<file path="src/rtl/urx_pkg.sv">
package urx_pkg;

   typedef enum logic [1:0] {
      LVL_ONE      = 2'b00,
      LVL_FOUR     = 2'b01,
      LVL_EIGHT    = 2'b10,
      LVL_FOURTEEN = 2'b11
   } lvl_code_t;

   localparam int unsigned LVL_MAX = 14;

   function automatic int unsigned lvl_bytes(input lvl_code_t code);
      case (code)
         LVL_ONE:   return 1;
         LVL_FOUR:  return 4;
         LVL_EIGHT: return 8;
         default:   return LVL_MAX;
      endcase
   endfunction

endpackage

</file>
<file path="src/rtl/urx_store.sv">
module urx_store #(
   parameter int unsigned WIDTH = 8,
   parameter int unsigned DEPTH = 16,
   localparam int unsigned PTR_W = $clog2(DEPTH),
   localparam int unsigned CNT_W = $clog2(DEPTH + 1)
) (
   input  logic             clk,
   input  logic             rst_n,
   input  logic             flush,
   input  logic             wr_en,
   input  logic [WIDTH-1:0] wr_data,
   input  logic             rd_en,
   input  logic             ovw_en,
   input  logic [WIDTH-1:0] ovw_data,
   output logic [WIDTH-1:0] head,
   output logic [CNT_W-1:0] count
);

   logic [PTR_W-1:0] wr_ptr, rd_ptr;
   logic [WIDTH-1:0] slot [DEPTH];

   genvar g;
   generate
      for (g = 0; g < DEPTH; g++) begin : g_slot
         always_ff @(posedge clk) begin
            if (!rst_n)
               slot[g] <= '0;
            else if (!flush && wr_en && wr_ptr == PTR_W'(g))
               slot[g] <= wr_data;
            else if (!flush && ovw_en && rd_ptr == PTR_W'(g))
               slot[g] <= ovw_data;
         end
      end
   endgenerate

   always_ff @(posedge clk) begin
      if (!rst_n || flush) begin
         wr_ptr <= '0;
         rd_ptr <= '0;
         count  <= '0;
      end else begin
         if (wr_en) wr_ptr <= wr_ptr + 1'b1;
         if (rd_en) rd_ptr <= rd_ptr + 1'b1;
         count <= count + CNT_W'(wr_en) - CNT_W'(rd_en);
      end
   end

   assign head = slot[rd_ptr];

endmodule

</file>
<file path="src/rtl/urx_hold.sv">
module urx_hold #(
   parameter int unsigned WIDTH = 8
) (
   input  logic             clk,
   input  logic             rst_n,
   input  logic             flush,
   input  logic             load,
   input  logic             drain,
   input  logic [WIDTH-1:0] din,
   output logic             valid,
   output logic [WIDTH-1:0] dout
);

   always_ff @(posedge clk) begin
      if (!rst_n || flush) begin
         valid <= 1'b0;
         dout  <= '0;
      end else if (load) begin
         valid <= 1'b1;
         dout  <= din;
      end else if (drain) begin
         valid <= 1'b0;
      end
   end

endmodule

</file>
<file path="src/rtl/urx_thresh.sv">
module urx_thresh
   import urx_pkg::*;
#(
   parameter int unsigned CNT_W = 5
) (
   input  logic             fifo_on,
   input  lvl_code_t        code,
   input  logic [CNT_W-1:0] count,
   output logic             hit
);

   logic [31:0] cnt_ext;
   assign cnt_ext = 32'(count);

   always_comb begin
      if (fifo_on)
         hit = cnt_ext >= lvl_bytes(code);
      else
         hit = cnt_ext != 0;
   end

endmodule

</file>
<file path="src/rtl/urx_buffer.sv">
module urx_buffer
   import urx_pkg::*;
#(
   parameter int unsigned WIDTH = 8,
   parameter int unsigned DEPTH = 16,
   localparam int unsigned CNT_W = $clog2(DEPTH + 1)
) (
   input  logic             clk,
   input  logic             rst_n,
   input  logic             rx_valid,
   input  logic [WIDTH-1:0] rx_byte,
   input  logic             rbr_rd,
   input  logic             ctl_we,
   input  logic [7:0]       ctl_wdata,
   input  logic             stat_rd,
   output logic [WIDTH-1:0] head_byte,
   output logic             data_ready,
   output logic             level_hit,
   output logic             overrun,
   output logic [7:0]       ctl_rdata
);

   initial begin
      if (WIDTH < 1) $error("urx_buffer: WIDTH must be at least 1");
      if ((1 << $clog2(DEPTH)) != DEPTH) $error("urx_buffer: DEPTH must be a power of two");
      if (DEPTH < LVL_MAX) $error("urx_buffer: DEPTH must cover the largest threshold");
   end

   logic             fifo_on;
   lvl_code_t        lvl_q;
   logic [CNT_W-1:0] cnt;
   logic             hold_v;
   logic [WIDTH-1:0] hold_d;

   logic flush, full, rd_eff, room;
   logic st_wr, st_ovw, h_load, h_drain, ovr_set;
   logic [WIDTH-1:0] st_data;

   // control register
   always_ff @(posedge clk) begin
      if (!rst_n) begin
         fifo_on <= 1'b0;
         lvl_q   <= LVL_ONE;
      end else if (ctl_we) begin
         fifo_on <= ctl_wdata[0];
         lvl_q   <= lvl_code_t'(ctl_wdata[7:6]);
      end
   end

   assign ctl_rdata = {lvl_q, 5'b0, fifo_on};
   assign flush     = ctl_we && (ctl_wdata[1] || (ctl_wdata[0] != fifo_on));

   // flow decisions
   assign full   = fifo_on ? (cnt == CNT_W'(DEPTH)) : (cnt != '0);
   assign rd_eff = rbr_rd && (cnt != '0);
   assign room   = !full || rd_eff;

   always_comb begin
      st_wr   = 1'b0;
      st_ovw  = 1'b0;
      h_load  = 1'b0;
      h_drain = 1'b0;
      ovr_set = 1'b0;
      st_data = rx_byte;
      if (!flush) begin
         if (fifo_on) begin
            st_wr   = room && (hold_v || rx_valid);
            st_data = hold_v ? hold_d : rx_byte;
            h_load  = rx_valid && (hold_v || !room);
            h_drain = hold_v && room && !rx_valid;
            ovr_set = rx_valid && hold_v && !room;
         end else begin
            st_wr   = rx_valid && room;
            st_ovw  = rx_valid && !room;
            ovr_set = st_ovw;
         end
      end
   end

   urx_store #(.WIDTH(WIDTH), .DEPTH(DEPTH)) u_store (
      .clk      (clk),
      .rst_n    (rst_n),
      .flush    (flush),
      .wr_en    (st_wr),
      .wr_data  (st_data),
      .rd_en    (rd_eff && !flush),
      .ovw_en   (st_ovw),
      .ovw_data (rx_byte),
      .head     (head_byte),
      .count    (cnt)
   );

   urx_hold #(.WIDTH(WIDTH)) u_hold (
      .clk   (clk),
      .rst_n (rst_n),
      .flush (flush),
      .load  (h_load),
      .drain (h_drain),
      .din   (rx_byte),
      .valid (hold_v),
      .dout  (hold_d)
   );

   urx_thresh #(.CNT_W(CNT_W)) u_thresh (
      .fifo_on (fifo_on),
      .code    (lvl_q),
      .count   (cnt),
      .hit     (level_hit)
   );

   // sticky overrun, set has priority over clear
   always_ff @(posedge clk) begin
      if (!rst_n)       overrun <= 1'b0;
      else if (ovr_set) overrun <= 1'b1;
      else if (stat_rd) overrun <= 1'b0;
   end

   assign data_ready = cnt != '0;

endmodule

</file>
<file path="config.mk">
export PLATFORM = sky130hd
export DESIGN_NAME = urx_buffer
export DESIGN_NICKNAME = d
export VERILOG_FILES = /design/src/rtl/urx_pkg.sv /design/src/rtl/urx_store.sv /design/src/rtl/urx_hold.sv /design/src/rtl/urx_thresh.sv /design/src/rtl/urx_buffer.sv
export SDC_FILE = /design/constraint.sdc
export NUM_CORES = 1
export LEC_CHECK = 0
export ABC_AREA = 1
export BUFFER_PORTS_ARGS = -buffer_cell sky130_fd_sc_hd__buf_2
export CORE_UTILIZATION = 40
export DETAILED_ROUTE_END_ITERATION = 12
export PLACE_DENSITY = 0.63
export SYNTH_ARGS = -nofsm -noshare
export SYNTH_HDL_FRONTEND = slang
export SYNTH_SLANG_ARGS = --single-unit
</file>
<file path="constraint.sdc">
create_clock -name clk -period 6.37 [get_ports clk]
set_clock_uncertainty 0.1 [all_clocks]
set_input_delay 0.637 -clock clk [delete_from_list [all_inputs] [get_ports clk]]
set_output_delay 0.637 -clock clk [all_outputs]
set_load 0.005 [all_outputs]
</file>
* Yosys cells after proc, flatten, opt, wreduce, memory -nomap -nowiden *
Memory sizes are Yosys's and may differ from the RTL's. A register that Yosys moved wholly into a read port is not among the register bits.
Cells that the tools add are included.

operators by class
  add/subtract/negate cells = 4
  $mul = 0
  div/mod/pow operators = 0
  $lt $le $gt $ge = 1
  equality and inequality tests = 34
  shifts and indexed selects = 0
  multiplexer cells = 168
  bitwise logic cells = 32
  reductions and logical operators = 62

operator list
  operator               number
  $mux W8                35
  $mux W1                129
  $eq A4 B4 Y1 const B   16
  $logic_and A1 B1 Y1    45
  $eq A4 B3 Y1 const B   8
  $ge A5 B32 Y1          1
  $mux W32               1
  $or A1 B1 Y1           32
  $reduce_bool A32 Y1    1
  $eq A4 B2 Y1 const B   4
  $pmux W4 S3            1
  $add A4 B1 Y4 const B  2
  $eq A4 B1 Y1 const B   2
  $logic_not A4 Y1       2
  $mux W4                2
  $add A5 B1 Y5          1
  $eq A5 B5 Y1 const B   1
  $logic_not A1 Y1       5
  $logic_or A1 B1 Y1     5
  $reduce_bool A5 Y1     1
  $sub A5 B1 Y5          1
  $reduce_bool A2 Y1     2
  $eq A2 B1 Y1 const B   1
  $eq A2 B2 Y1 const B   1
  2 further kinds        2

word-level totals
  flip-flop bits (word level) = 26
  latch bits = 0
  RAM bits = 128
  bits in read-only memories = 0
  input port bits = 22
  output and inout bits = 19
  word-level logic and storage cells = 310
  memories kept = 1

memory list
  memory        depth  bits a word  rd ports  clocked after memory_dff  write ports  RTL line         source
  u_store.slot  16     8            1         1                         16           urx_store.sv:20  logic [WIDTH-1:0] slot [DEPTH];

* Depth between registers and ports, before layout *
Gate-level depths: netlist of the first run.

  depth in word-level cells = 15
  mapped depth = 16
  mapped depth without buffers = 15

* Hierarchy *
Synthesis of the first run repeated with hierarchy kept, for this count alone.

unflattened totals
  cells, all modules = 1204
  area, all modules = 9177.6 um2

by module, submodules not included
  module      instances  cells each  area each (um2)
  urx_store   1          1055        8240.4
  urx_buffer  1          82          470.5
  urx_hold    1          40          315.3
  urx_thresh  1          27          151.4

* Worst setup path after synthesis of the first run *
OpenSTA, ideal clock, no wires.

  path type = input-to-reg
  start point = in ctl_wdata[0]
  end point = reg u_store.count[4]
  setup time = 0.070 ns
  arrival time = 2.431 ns
  required time = 6.200 ns
  setup slack = 3.769 ns
  stages on the path = 15
  cells stage by stage = inv_1 nand2_1 nand3b_1 nand2_1 buf_4 buf_4 nand3_1 nand2_1 ha_1 fa_1 nand2_1 nand2_1 a21oi_1 o21ai_0 a21oi_1

on the way
  longest elaborated chain between the ends = 6

RTL lines
  item                                                         RTL line                            source
  from (decl)                                                  urx_buffer.sv:14                    input logic [7:0] ctl_wdata,
  $ne A1 B1 Y1 (*)                                             urx_buffer.sv:51                    assign flush = ctl_we && (ctl_wdata[1] || (ctl_wdata[0] != fifo_on));
  $logic_or A1 B1 Y1 (*)                                       urx_buffer.sv:51
  $logic_and A1 B1 Y1 (*)                                      urx_buffer.sv:51
  $mux W1 / $logic_not A1 Y1 (equally long branches)           urx_buffer.sv:65, urx_buffer.sv:86
  $add A5 B1 Y5 / $logic_and A1 B1 Y1 (equally long branches)  urx_store.sv:44, urx_buffer.sv:86
  $sub A5 B1 Y5                                                urx_store.sv:44                     count <= count + CNT_W'(wr_en) - CNT_W'(rd_en);
  to (signal assigned)                                         urx_store.sv:44
  to (decl)                                                    urx_store.sv:16                     output logic [CNT_W-1:0] count

Every way passes the cells marked *; elsewhere a longest branch is shown, timed or not.
A chain may end at the register's enable or synchronous reset.

==> results of run 1 <==
## layout make-up
class / count / area (um^2)
inverter: 65 / 244
tap: 319 / 399
sequential: 158 / 4450
fill: 2341 / 13100
timing repair buffer: 40 / 254
clock buffer: 17 / 425
clock inverter: 14 / 168
multi-input combinational: 848 / 4340
## per-stage QoR
| stage | std cells | setup slack, ns | hold WS [ns] | area, um^2 |
|---|---|---|---|---|
| 2_1_floorplan | 1179 | 3.77 | 0.341 | 9530 |
| 6_report | 1461 | 2.13 | 0.299 | 10300 |
| 5_1_grt | 1461 | 1.75 | 0.294 | 10300 |
| 3_5_place_dp | 1430 | 2.17 | 0.353 | 9680 |
| 3_3_place_gp | 1430 | 2.22 | 0.349 | 9680 |
| 4_1_cts | 1461 | 2.16 | 0.292 | 10300 |
## power groups by stage
stage | clock, uW | sequential (uW) | combinational, uW
final | 1060 | 1230 | 813
after global routing | 1110 | 1240 | 888
after CTS | 1060 | 1230 | 803
after detailed placement | 0 | 1260 | 799
after global placement | 0 | 1250 | 790
after floorplan | 0 | 1220 | 575
## sequential cells by signal, indices dropped and copies added, names as in the netlist, named ones only
| signal | flops |
|---|---|
| fifo_on | 1 |
| overrun | 1 |
| u_hold.dout | 8 |
| u_store.slot | 128 |
| u_store.rd_ptr | 4 |
| u_hold.valid | 1 |
| lvl_q | 2 |
| u_store.count | 5 |
| u_store.wr_ptr | 4 |
## layer usage
metal	GRT usage	vias up	share of wire
li1	-	4124	-
met1	0.350	4058	0.42
met2	0.385	487	0.45
met3	0.0377	64	0.097
met4	0.0990	0	0.034
met5	0	-	0
## final timing paths
| path | depth (start not counted) | endpoint | from | slack (ns) |
|---|---|---|---|---|
| hold / removal | 2 | overrun | stat_rd | 0.30 |
| hold reg to reg | 2 | u_hold.dout[1] | u_hold.dout[1] | 0.36 |
| setup reg to reg | 10 | u_store.slot[13][2] | fifo_on | 2.13 |
| setup / recovery | 10 | u_store.slot[13][2] | fifo_on | 2.13 |
## cells by family (layout without fill, tap and decap cells)
family,count (synthesis),in the layout,synth area share
AO/OA/AOI/OAI,159,159,0.0978
XOR/XNOR,1,1,0.000920
adder cells (fa/ha/maj),18,18,0.0245
buffers and inverters,173,136,0.0789
flip-flops,158,158,0.467
other,1,5,0.000394
AND/OR/NAND/NOR,665,665,0.331
## cell usage in the layout, fill, tap and decap left out, types with 2 or more instances in the layout
cell type	instances
nand2_1	279
nand4_1	206
edfxtp_1	128
nor2_1	119
o21ai_0	85
inv_1	48
nand3_1	46
buf_2	30
dfxtp_1	29
o221ai_1	26
a21oi_1	23
ha_1	17
clkbuf_16	17
inv_2	13
o22ai_1	7
o21ai_1	7
buf_4	7
o211ai_1	6
clkinv_1	5
nor2_4	5
conb_1	5
o21a_1	4
nor3_1	3
bufinv_16	3
clkinv_2	3
inv_6	3
nor3b_1	2
clkinvlp_4	2
clkinv_4	2
buf_12	2
==> flow_summary.ini, run 1 <==
[run_status]
status = finished clean

[sta]
setup_viol = 0
slew_headroom = 0.304
rsz0062_at_grt = false
final_hold_viol_count = 0
layout_min_cycle_time_ns = 4.24
tns_ns = 0
worst_pin_slew_ns = 1.04
post-route-period-util = 0.665
fmax_mhz = 236
slew_viol_final = 0

[yosys]
synth_area_mm2 = 0.00952
ys_warn_count = 0
yosysTopAreaCellShare = 0.404
synthTopCellsByArea = edfxtp_1, nand4_1, nand2_1
async_flop_share = 0
synth_common_cells = nand2_1, nand4_1, edfxtp_1, nor2_1, o21ai_0
synthCells = 1175
synth-edff-count = 128
avgSynthCellArea_um2 = 8.10
synth_cell_types = 34
yosys.area.top_type = edfxtp_1
synth.most_common_cell = nand2_1
synth_seq_area_share = 0.467
yosys_most_used_dff = edfxtp_1
synth_seq_cells = 158

[power_and_ir_drop]
p_sw_uw = 1090
total_power_uw = 3110
p_per_area_mw_per_mm2 = 302
combPwrFrac = 0.262
p_leak_uw = 0.00415
clock_power_share = 0.341
p_seq_frac = 0.397
internal_power_uw = 2010
ir_drop_mv = 0.224
switching_share = 0.352

[die]
die-area_mm2 = 0.0244
floorplan.die.width_um = 156
initial_core_util = 0.407
coreArea_mm2 = 0.0234
io_pins = 41
row_count = 56
die_y_um = 156

[place]
place_hpwl_um = 18400
gp_congestion = 0.877
io_buffers = 31

[drt]
via_per_inst = 5.98
drt_first_iter_violations = 1086
wl_per_cell_um = 20.4
ant_nets = 0
drt-total-wl_um = 29800
drt_pass1_iterations = 5
drcViolationCount = 0
via_count = 8733

[final_layout]
syn2layout_area_growth_pct = 7.95
drive_above_1_share = 0.0823
insertedDiodeCount = 0
nets = 1170
utilization = 0.439

[clock_tree]
holdBufCountCts = 0
clkLatencyLatePin_ns = 0.43
clockBufferDepth = 2
cts_inserted_buffers = 17
cts-root-buf = clkbuf_16
cts_max_level = 4
cts_setup_buffers = 0
path_clk_slew_ns = 0.07
cts.sink_count = 158
cts_resized = 0
cts_tree = done

[global_routing]
grt_pass1_vias = 7867
gr-total-overflow = 0
antenna_found_initial = 0
grt_max_degree = 95
grt.total_usage = 0.249
grt_first_pass_wirelength_um = 45800

[setup_path]
worstPathCellList = inv_2 -> nand2_1 -> nand3b_1 -> nand2_1 -> inv_2 -> nor2_4 -> and2_2 -> buf_12 -> nand2_1 -> nand3_1
startpoint_type = flop
crit_buf_inv = 3
crit_path_end_kind = flop
worstPathMaxFanout = 48
crit_path_max_incr_delay_ns = 0.87
worst_path_max_delay_cell = dfxtp_1
worstPathRequired_ns = 6.35
critPathArrivalTime_ns = 4.22
crit_family = simple AND/OR/NAND/NOR gates
crit_top_cell = nand2_1
crit_type = reg -> reg

[hold_path]
hp-class = in -> reg

[run]
cap_viol_max_count = 0
(Power assumes the default switching activity.)
==> run 2, diff against run 1 <==
--- a/config.mk
+++ b/config.mk
@@ -9,7 +9,7 @@
 export BUFFER_PORTS_ARGS = -buffer_cell sky130_fd_sc_hd__buf_2
 export CORE_UTILIZATION = 40
 export DETAILED_ROUTE_END_ITERATION = 12
-export PLACE_DENSITY = 0.63
+export PLACE_DENSITY = 0.65
 export SYNTH_ARGS = -nofsm -noshare
 export SYNTH_HDL_FRONTEND = slang
 export SYNTH_SLANG_ARGS = --single-unit
==> constraint.sdc (replaced) <==
create_clock -name clk -period 3.8 [get_ports clk]
set_clock_uncertainty 0.1 [all_clocks]
set_input_delay 0.38 -clock clk [delete_from_list [all_inputs] [get_ports clk]]
set_output_delay 0.38 -clock clk [all_outputs]
set_load 0.005 [all_outputs]
==> flow_summary.ini, run 2 (synthesis gave the netlist of run 1 again) <==
[die]
die_y_um = 156
coreArea_mm2 = 0.0234
row_count = 56
floorplan.die.width_um = 156
io_pins = 41
initial_core_util = 0.407
die-area_mm2 = 0.0244

[setup_path]
worst_path_max_delay_cell = dfxtp_1
worstPathCellList = inv_2 -> nand2_1 -> nand3b_1 -> nand2_1 -> inv_2 -> nor2_4 -> and2_2 -> buf_12 -> nand2_1 -> nand3_1
reg2reg_from = fifo_on
crit_top_cell = nand2_1
worstPathRequired_ns = 3.78
worstPathMaxFanout = 40
crit_path_max_incr_delay_ns = 0.43
crit_buf_inv = 3
startpoint_type = flop
rr_endpoint = u_store.slot[15][6]
critPathArrivalTime_ns = 2.96
crit_path_end_kind = flop
reg2reg_depth = 10
crit_type = reg -> reg
rrSetupSlack_ns = 0.82
crit_family = simple AND/OR/NAND/NOR gates

[sta]
worst_pin_slew_ns = 1.02
setup_viol = 0
layout_min_cycle_time_ns = 2.98
fmax_mhz = 336
hold_ws_ns = 0.0454
tns_ns = 0
rsz0062_at_grt = false
slew_viol_final = 0
slew_headroom = 0.318
post-route-period-util = 0.783
final_hold_viol_count = 0
fin_ws_ns = 0.824

[drt]
drt_pass1_iterations = 10
via_per_inst = 5.97
ant_nets = 0
drcViolationCount = 0
via_count = 8810
wl_per_cell_um = 19.8
drt_first_iter_violations = 1287
drt-total-wl_um = 29200

[power_and_ir_drop]
clock_power_share = 0.332
ir_drop_mv = 0.328
p_per_area_mw_per_mm2 = 495
p_seq_frac = 0.396
p_sw_uw = 1850
combPwrFrac = 0.272
p_leak_uw = 0.00421
internal_power_uw = 3290
switching_share = 0.359

[run]
cap_viol_max_count = 0

[clock_tree]
cts_setup_buffers = 0
clockBufferDepth = 2
cts-root-buf = clkbuf_16
cts_max_level = 4
cts_inserted_buffers = 17
cts_resized = 0
path_clk_slew_ns = 0.07
cts_tree = done
clkLatencyLatePin_ns = 0.44
cts.sink_count = 158
holdBufCountCts = 0

[final_layout]
reg.largest.list = u_store.slot (128), u_hold.dout (8), u_store.count (5)
nets = 1184
most-common-layout-cells = nand2_1, nand4_1, edfxtp_1
largest_reg_flops = 128
top_register = u_store.slot
layout_commonest_cell = nand2_1
drive_above_1_share = 0.0951
insertedDiodeCount = 0
syn2layout_area_growth_pct = 9.04

[hold_path]
holdPathStages = 2
holdPathEnd = overrun
hp-class = in -> reg
hold_start = stat_rd

[global_routing]
gr-total-overflow = 0
antenna_found_initial = 0
grt_first_pass_wirelength_um = 46100
grt_pass1_vias = 8163
grt_max_degree = 129
grt.total_usage = 0.247

[place]
gp_congestion = 0.839
place_hpwl_um = 18400
post-place-ws_ns = 0.836
io_buffers = 31

[run_status]
status = finished clean
## run 2: how the worst max path moves through the flow
stage	startpoint	to	slack (ns)	cells after the start
finish	fifo_on	u_store.slot[15][6]	0.82	10
global route	fifo_on	u_store.slot[15][6]	0.64	10
CTS	fifo_on	u_store.slot[15][6]	0.84	10
detailed placement	ctl_wdata[0]	u_store.slot[15][0]	0.84	11
global placement	fifo_on	u_store.slot[13][0]	0.92	10
floorplan	u_store.count[2]	u_store.count[4]	1.38	14
## run 2: cell type report
type                            count  area, um^2
Clock inverter                     15         154
Timing Repair Buffer               54         372
Tap cell                          319         399
Inverter                           65         244
Fill cell                        2313       13000
Clock buffer                       17         425
Sequential cell                   158        4450
Multi-Input combinational cell    848        4340
## run 2: power by group through the flow
stage	combinational (uW)	clock (uW)	sequential, uW
2_1_floorplan	964	0	2050
3_3_place_gp	1350	0	2070
3_5_place_dp	1380	0	2070
4_1_cts	1380	1710	2030
5_1_grt	1550	1770	2050
6_report	1400	1700	2040
## run 2: stage by stage
step	area (um^2)	total power, uW	std cells	utilization
6_report	10400	5140	1476	0.443
2_1_floorplan	9530	3010	1179	-
3_3_place_gp	9800	3420	1444	0.419
3_5_place_dp	9800	3450	1444	0.419
4_1_cts	10400	5130	1476	0.443
5_1_grt	10400	5360	1476	0.443
## run 2: routing by layer
layer | share of wire | global-route usage | routed length (um)
met1 | 0.41 | 0.330 | 12000
met4 | 0.031 | 0.111 | 891
met5 | 0 | 0 | 0
met2 | 0.47 | 0.393 | 13600
met3 | 0.093 | 0.0421 | 2720
